--- src/rtl/cbt_pkg.sv ---
package cbt_pkg;
   typedef enum logic [1:0] {
      SEG_SYNC = 2'd0,
      SEG_PROP = 2'd1,
      SEG_PH1  = 2'd2,
      SEG_PH2  = 2'd3
   } seg_e;
endpackage

--- src/rtl/cbt_tq_div.sv ---
module cbt_tq_div #(
   parameter int PRESC_W = 8
) (
   input  logic               clk,
   input  logic               rst_n,
   input  logic               en,
   input  logic [PRESC_W-1:0] presc,
   output logic               tq_tick,
   output logic               tq_first
);
   logic [PRESC_W-1:0] pc_q;

   if (PRESC_W < 1) begin : g_bad_w
      $error("cbt_tq_div: PRESC_W must be at least 1");
   end

   always_ff @(posedge clk) begin
      if (!rst_n)            pc_q <= '0;
      else if (!en)          pc_q <= '0;
      else if (pc_q >= presc) pc_q <= '0;
      else                   pc_q <= pc_q + 1'b1;
   end

   assign tq_tick  = en && (pc_q >= presc);
   assign tq_first = en && (pc_q == '0);

   // a tick is followed by a non-tick clock when the divider exceeds one
   assert_tick_gap_R1: assert property (@(posedge clk) disable iff (!rst_n)
      (tq_tick && presc != '0) |=> (!tq_tick || !$stable(presc)));

   // after a tick, the next clock begins a new quantum
   assert_tick_restart_R1: assert property (@(posedge clk) disable iff (!rst_n)
      (tq_tick && en) |=> (tq_first || !en));
endmodule

--- src/rtl/cbt_seg_seq.sv ---
module cbt_seg_seq
   import cbt_pkg::*;
#(
   parameter int LEN_W = 3
) (
   input  logic             clk,
   input  logic             rst_n,
   input  logic             en,
   input  logic             tq_tick,
   input  logic [LEN_W-1:0] prop_len,
   input  logic [LEN_W-1:0] pseg_len,
   output seg_e             seg,
   output logic             seg_last
);
   localparam int NSEG = 4;

   seg_e             seg_q;
   logic [LEN_W-1:0] qcnt_q;
   logic [LEN_W-1:0] lim_tab [NSEG];

   if (LEN_W < 1) begin : g_bad_w
      $error("cbt_seg_seq: LEN_W must be at least 1");
   end

   for (genvar s = 0; s < NSEG; s++) begin : g_lim
      if (s == 0) begin : g_sync
         assign lim_tab[s] = '0;
      end else if (s == 1) begin : g_prop
         assign lim_tab[s] = prop_len;
      end else begin : g_phase
         assign lim_tab[s] = pseg_len;
      end
   end

   assign seg_last = (qcnt_q >= lim_tab[seg_q]);
   assign seg      = seg_q;

   always_ff @(posedge clk) begin
      if (!rst_n || !en) begin
         seg_q  <= SEG_SYNC;
         qcnt_q <= '0;
      end else if (tq_tick) begin
         if (seg_last) begin
            seg_q  <= seg_e'(seg_q + 2'd1);
            qcnt_q <= '0;
         end else begin
            qcnt_q <= qcnt_q + 1'b1;
         end
      end
   end

   // sync lasts one quantum, then propagation follows
   assert_sync_one_tq_R2: assert property (@(posedge clk) disable iff (!rst_n)
      (en && seg_q == SEG_SYNC && tq_tick) |=> (seg_q == SEG_PROP || !en));

   // phase segment 2 holds between quantum boundaries
   assert_ph2_hold_R5: assert property (@(posedge clk) disable iff (!rst_n)
      (en && seg_q == SEG_PH2 && !tq_tick) |=> (seg_q == SEG_PH2 || !en));
endmodule

--- src/rtl/can_bit_timer.sv ---
module can_bit_timer
   import cbt_pkg::*;
#(
   parameter int PRESC_W = 8,
   parameter int LEN_W   = 3
) (
   input  logic               clk,
   input  logic               rst_n,
   input  logic               en,
   input  logic [PRESC_W-1:0] presc,
   input  logic [LEN_W-1:0]   prop_len,
   input  logic [LEN_W-1:0]   pseg_len,
   output logic               tq_tick,
   output logic               tx_stb,
   output logic               sample_stb,
   output logic               phase2_active,
   output logic [1:0]         seg_code
);
   logic tick_w, first_w, last_w;
   seg_e seg_w;

   cbt_tq_div #(.PRESC_W(PRESC_W)) u_div (
      .clk(clk), .rst_n(rst_n), .en(en), .presc(presc),
      .tq_tick(tick_w), .tq_first(first_w)
   );

   cbt_seg_seq #(.LEN_W(LEN_W)) u_seq (
      .clk(clk), .rst_n(rst_n), .en(en), .tq_tick(tick_w),
      .prop_len(prop_len), .pseg_len(pseg_len),
      .seg(seg_w), .seg_last(last_w)
   );

   assign tq_tick       = tick_w;
   assign tx_stb        = first_w && (seg_w == SEG_SYNC);
   assign sample_stb    = tick_w && last_w && (seg_w == SEG_PH1);
   assign phase2_active = en && (seg_w == SEG_PH2);
   assign seg_code      = en ? seg_w : SEG_SYNC;

   // the two strobes never coincide
   assert_strobe_excl_R4: assert property (@(posedge clk) disable iff (!rst_n)
      !(tx_stb && sample_stb));

   // nothing moves while disabled
   assert_off_quiet_R6: assert property (@(posedge clk) disable iff (!rst_n)
      !en |-> (!tq_tick && !tx_stb && !sample_stb && !phase2_active));

   // the sample point hands over to phase segment 2
   assert_sample_to_ph2_R5: assert property (@(posedge clk) disable iff (!rst_n)
      (en && sample_stb) |=> (phase2_active || !en));

   // the end of phase segment 2 starts a new bit
   assert_ph2_end_tx_R3: assert property (@(posedge clk) disable iff (!rst_n)
      ($fell(phase2_active) && en) |-> tx_stb);
endmodule

--- config.mk ---
export PLATFORM = sky130hd
export DESIGN_NAME = can_bit_timer
export DESIGN_NICKNAME = d
export VERILOG_FILES = /design/src/rtl/cbt_pkg.sv /design/src/rtl/cbt_tq_div.sv /design/src/rtl/cbt_seg_seq.sv /design/src/rtl/can_bit_timer.sv
export SDC_FILE = /design/constraint.sdc
export NUM_CORES = 1
export LEC_CHECK = 0
export ABC_CLOCK_PERIOD_IN_PS = 1900
export BUFFER_PORTS_ARGS = -buffer_cell sky130_fd_sc_hd__buf_4
export CORE_MARGIN = 2
export CORE_UTILIZATION = 46
export DETAILED_ROUTE_END_ITERATION = 7
export PLACE_DENSITY = 0.73
export SKIP_LAST_GASP = 1
export SLEW_MARGIN = 20
export SYNTH_ARGS = -nofsm -noshare
export SYNTH_HDL_FRONTEND = slang
export SYNTH_HIERARCHICAL = 1
export SYNTH_SLANG_ARGS = --single-unit
--- constraint.sdc ---
create_clock -name clk -period 1.9 [get_ports clk]
set_input_delay 0.095 -clock clk [delete_from_list [all_inputs] [get_ports clk]]
set_output_delay 0.095 -clock clk [all_outputs]
set_load 0.03 [all_outputs]
# Word level (Yosys, flattened, before mapping)
# Cells that the tools add are included.
# W data, S select, Z words.
[word_totals]
reg_bits = 13
inputBits = 17
output_inout_bits = 6
word_cells = 32
[classes]
n_addsub = 3
magnitude_cmp = 3
eq_ne = 2
n_mux = 5
bitwise = 3
n_reduce_logical = 13
[op_table]
columns = ["operator", "count"]
rows = [
  ["$mux W3", 3],
  ["$add A8 B1 Y8 const B", 1],
  ["$ge A8 B8 Y1", 1],
  ["$logic_not A8 Y1", 1],
  ["$bmux W3 S2", 1],
  ["$logic_and A1 B1 Y1", 6],
  ["$eq A2 B2 Y1 const B", 2],
  ["$add A3 B1 Y3 const B", 1],
  ["$ge A3 B3 Y1", 1],
  ["$ge A3 B3 Y1 const B", 1],
  ["$not A2 Y3", 1],
  ["$reduce_or A3 Y1", 1],
  ["$add A2 B1 Y2 const B", 1],
  ["$logic_not A1 Y1", 2],
  ["$logic_not A2 Y1", 1],
  ["$mux W2", 1],
  ["$not A1 Y1", 2],
  ["$reduce_and A2 Y1", 1],
  ["$logic_or A1 B1 Y1", 1],
]

# Logic depth before layout (Yosys ltp)
[depth]
depth_word = 7
ltp_mapped = 9
depth_no_buf = 9

# By module
# The synthesis kept the hierarchy.
[modules_own_cells]
columns = ["mod", "instances", "cells_each", "area_each_um2", "seq_area_each_um2"]
rows = [
  ["cbt_tq_div", 1, 64, 569.3, 160.2],
  ["cbt_seg_seq", 1, 37, 321.6, 100.1],
  ["can_bit_timer", 1, 5, 38.8, 0.0],
]

# Worst setup path before layout
# OpenSTA, ideal clock, no wires.
[synth_timing]
path_kind = "reg2reg"
from = "register u_div.pc_q[0]"
to = "register u_seq.seg_q[0] (netlist: u_seq/seg[0])"
setup_time_ns = 0.070
arrival_time_ns = 2.099
t_required_ns = 1.830
setup_slack_ns = -0.269
path_stages_with_launch = 10
n_path_buf = 0
period_less_slack_ns = 2.169
cell_sequence = "dfxtp_1 -> inv_1 -> ha_1 -> nand2b_1 -> a31oi_2 -> nor3_1 -> o21a_1 -> inv_1 -> or3_1 -> a21oi_1"
[synth_between]
elab_chain_len = 3
[synth_lines]
columns = ["element", "line", "text"]
rows = [
  ["from (decl)", "cbt_tq_div.sv:11", "logic [PRESC_W-1:0] pc_q;"],
  ["from (signal assigned)", "cbt_tq_div.sv:21", "else pc_q <= pc_q + 1'b1;"],
  ["$ge A8 B8 Y1", "cbt_tq_div.sv:24", "assign tq_tick = en && (pc_q >= presc);"],
  ["$logic_and A1 B1 Y1", "cbt_tq_div.sv:24", ""],
  ["via tq_tick", "can_bit_timer.sv:13", "output logic tq_tick,"],
  ["$reduce_and A2 Y1 (no source line)", "n/a", ""],
  ["to (signal assigned)", "cbt_seg_seq.sv:44", "seg_q <= seg_e'(seg_q + 2'd1);"],
  ["to (decl)", "cbt_seg_seq.sv:17", "seg_e seg_q;"],
]
# The timed path passes the listed nets, and every way through them passes these cells.
# A chain may end at the register's enable or synchronous reset.

# Worst setup path after layout
[layout_timing]
from = "register u_div.pc_q[2]"
to = "output sample_stb"
[layout_between]
elab_chain_len = 4
[layout_lines]
columns = ["element", "line", "text"]
rows = [
  ["$ge A8 B8 Y1", "cbt_tq_div.sv:24", ""],
  ["$logic_and A1 B1 Y1", "cbt_tq_div.sv:24", ""],
  ["$logic_and A1 B1 Y1 (2 in a row)", "can_bit_timer.sv:35", "assign sample_stb = tick_w && last_w && (seg_w == SEG_PH1);"],
  ["to (decl)", "can_bit_timer.sv:15", "output logic sample_stb,"],
]
# Every way passes these cells.

==> results.toml <==
[final_layout]
multi_input_area_um2 = 714
utilization_pct = 72.6
final_cells = 176
diodes = 0
layout-drive-gt1-share_pct = 48.3
fillers = 156
regArea_um2 = 274
area_growth_pct = 51.7
final_nets = 181
stdcell_area_um2 = 1410

[yosys]
synth_top_area_share_pct = 28.0
synth-seq-cells = 13
synth-adder-area-share_pct = 18.8
synth_most_common_cell = "ha_1"
synth_compound_area_share_pct = 19.2
muxShareOfSynthArea_pct = 0
yosysWarnings = 6
yosys.area_share.simple_pct = 23.0
yosys-top-cells-area = "dfxtp_1, ha_1, inv_1"
avgSynthCellArea_um2 = 8.77
synth-edff-count = 0
syn_inst = 106
synth-xor-area-share_pct = 5.65
yosysUniqueCellTypes = 34
ys_seq_area_share_pct = 28.0
synth-main-ff-cell = "dfxtp_1"
synth_top_family_by_area = "simple AND/OR/NAND/NOR gates"
yosys-top-cells-count = "ha_1, dfxtp_1, inv_1"
yosysTopAreaCell = "dfxtp_1"
syn_area_um2 = 930
syn_nets = 137
async_flop_share_pct = 0

[timing]
fin_tns_setup_ps = -281
worst_slack_ps = -141
relSlewSlack_pct = 72.4
fmax_ghz = 0.490
setup_viol = 4
finalHoldViolCount = 0
worst_pin_slew_ps = 415
min_period_over_period_pct = 107
fin_skew_ps = 6.81
fin_crit_ps = 2040
rsz0062_at_grt = "true"
slew_viol_final = 0

[placement]
placed_cell_area_um2 = 1230
gp_congestion = 0.832
place_ws_ps = -90.5
hpwlAfterDp_mm = 1.68
numPortBuffers = 22
place_inst = 162

[global_routing]
antenna_found_initial = 0
grt_max_degree = 9
grt_pass1_wl_mm = 4.03
overflow = 0
first_global_vias = 963
grt_util_all_layers_pct = 21.5

[floorplan]
start_util_pct = 47.9
die-height_um = 49.0
pin_count = 23
die-area_um2 = 2400
die_width_um = 49.0
rows = 16
core_um2 = 1940

[drt]
viasPerCell = 5.31
wl_mm = 2.40
wl_per_cell_um = 13.6
drtAntennaViolNets = 0
via_count = 935
drcViolationCount = 0
first_pass_iters = 4
drt_iter0_drc = 12

[clock_tree]
cts_buffers = 3
clockBufferDepth = 2
clkTransAtPathRegs_ps = 90
htree_levels = 1
numClockSinks = 13
clk_latency_ps = 290
cts_hold_buf = 0
cts_tree = "yes"
cts_root_buffer = "clkbuf_4"

[min_path]
min_path_type = "input port to register"

[setup_path]
worstPathMaxFanout = 2
critPathKind = "register to output pin"
cp-start-kind = "register"
required_ps = 1800
cp_data_arrival_time_ps = 1950
cp-end-kind = "output pin"

[flow_run]
drv_cap = 0

[power_and_ir_drop]
power_density_nw_per_um2 = 397
vdd_drop_max_v = 0.000396
leakage_nw = 0.638

[run_status]
status = "finished with violations"
violations = "negative setup slack"
[through the flow]
step | total power [mW] | hold slack, ps
after floorplan | 0.332 | 296
after global placement | 0.367 | 459
after detailed placement | 0.372 | 466
after CTS | 0.558 | 176
after global routing | 0.588 | 216
final | 0.560 | 198
[worst max-delay path, stage by stage (launching register included)]
cell and delay [ps]:
dfxtp_2 360, ha_4 200, a211o_1 280, a31oi_4 170, nor3_2 60, o21a_2 230, and4b_2 230, buf_6 140
[cell usage in the layout, fill, tap and decap left out, drive strengths merged, types with 3 or more instances in the layout]
| cell | Yosys | routed |
|---|---|---|
| buf | 0 | 39 |
| ha | 14 | 14 |
| inv | 13 | 13 |
| dfxtp | 13 | 13 |
| nor2 | 9 | 9 |
| nand3 | 7 | 7 |
| nand2 | 6 | 6 |
| a21oi | 6 | 6 |
| xor2 | 5 | 5 |
| clkbuf | 0 | 4 |
| o21ai | 3 | 3 |
| a31oi | 3 | 3 |
| and3 | 3 | 3 |
[flip-flops by register name (all words and copies together), names as in the netlist]
register,cells
u_div/pc_q,8
u_seq/qcnt_q,3
u_seq/seg,2
[logic make-up after synthesis]
kind of cell	Yosys count
xor+xnor	6
compound gates	21
flops	13
buf+inv	13
simple gates	39
fa+ha+maj	14
[path summary, 6_finish.rpt]
path	start	end	slack (ps)	cells past startpoint
hold / removal	rst_n	u_seq/seg[0]$_SDFFE_PP0P_	200	3
hold reg to reg	u_div/pc_q[0]$_SDFF_PP0_	u_div/pc_q[0]$_SDFF_PP0_	460	1
setup / recovery	u_div/pc_q[2]$_SDFF_PP0_	sample_stb	-140	7
setup reg to reg	u_seq/seg[0]$_SDFFE_PP0P_	u_seq/seg[0]$_SDFFE_PP0P_	-50	9
[repair_timing]
action                     4_1_cts  5_1_grt
pin swaps                        9        8
buffers inserted                 7        3
gates resized for setup         15        9
setup endpoints to repair        4        5
[metal layers]
| metal | vias up | part of all wire [%] | global-route usage, % | wire length, um |
|---|---|---|---|---|
| met1 | 447 | 39 | 22.1 | 937 |
| met3 | 4 | 2.6 | 4.29 | 63 |
| met5 | - | 0 | 0 | 0 |
| met4 | 0 | 1.4 | 8.10 | 33 |
| met2 | 18 | 57 | 42.2 | 1370 |
| li1 | 466 | - | - | - |
[layout make-up]
type                    count  area share, %
multi-input cells          80           50.7
repair buffers             39           21.8
flip-flops and latches     13           19.4
inverters                  13           3.82
well taps                  27           2.40
clock buffers               4           1.86
[power by group]
part           switching [mW]  internal [mW]  leakage (nW)
clock                  0.0994         0.0816        0.0150
sequential            0.00279          0.272         0.108
combinational          0.0464         0.0579         0.515
(Power assumes the default switching activity.)
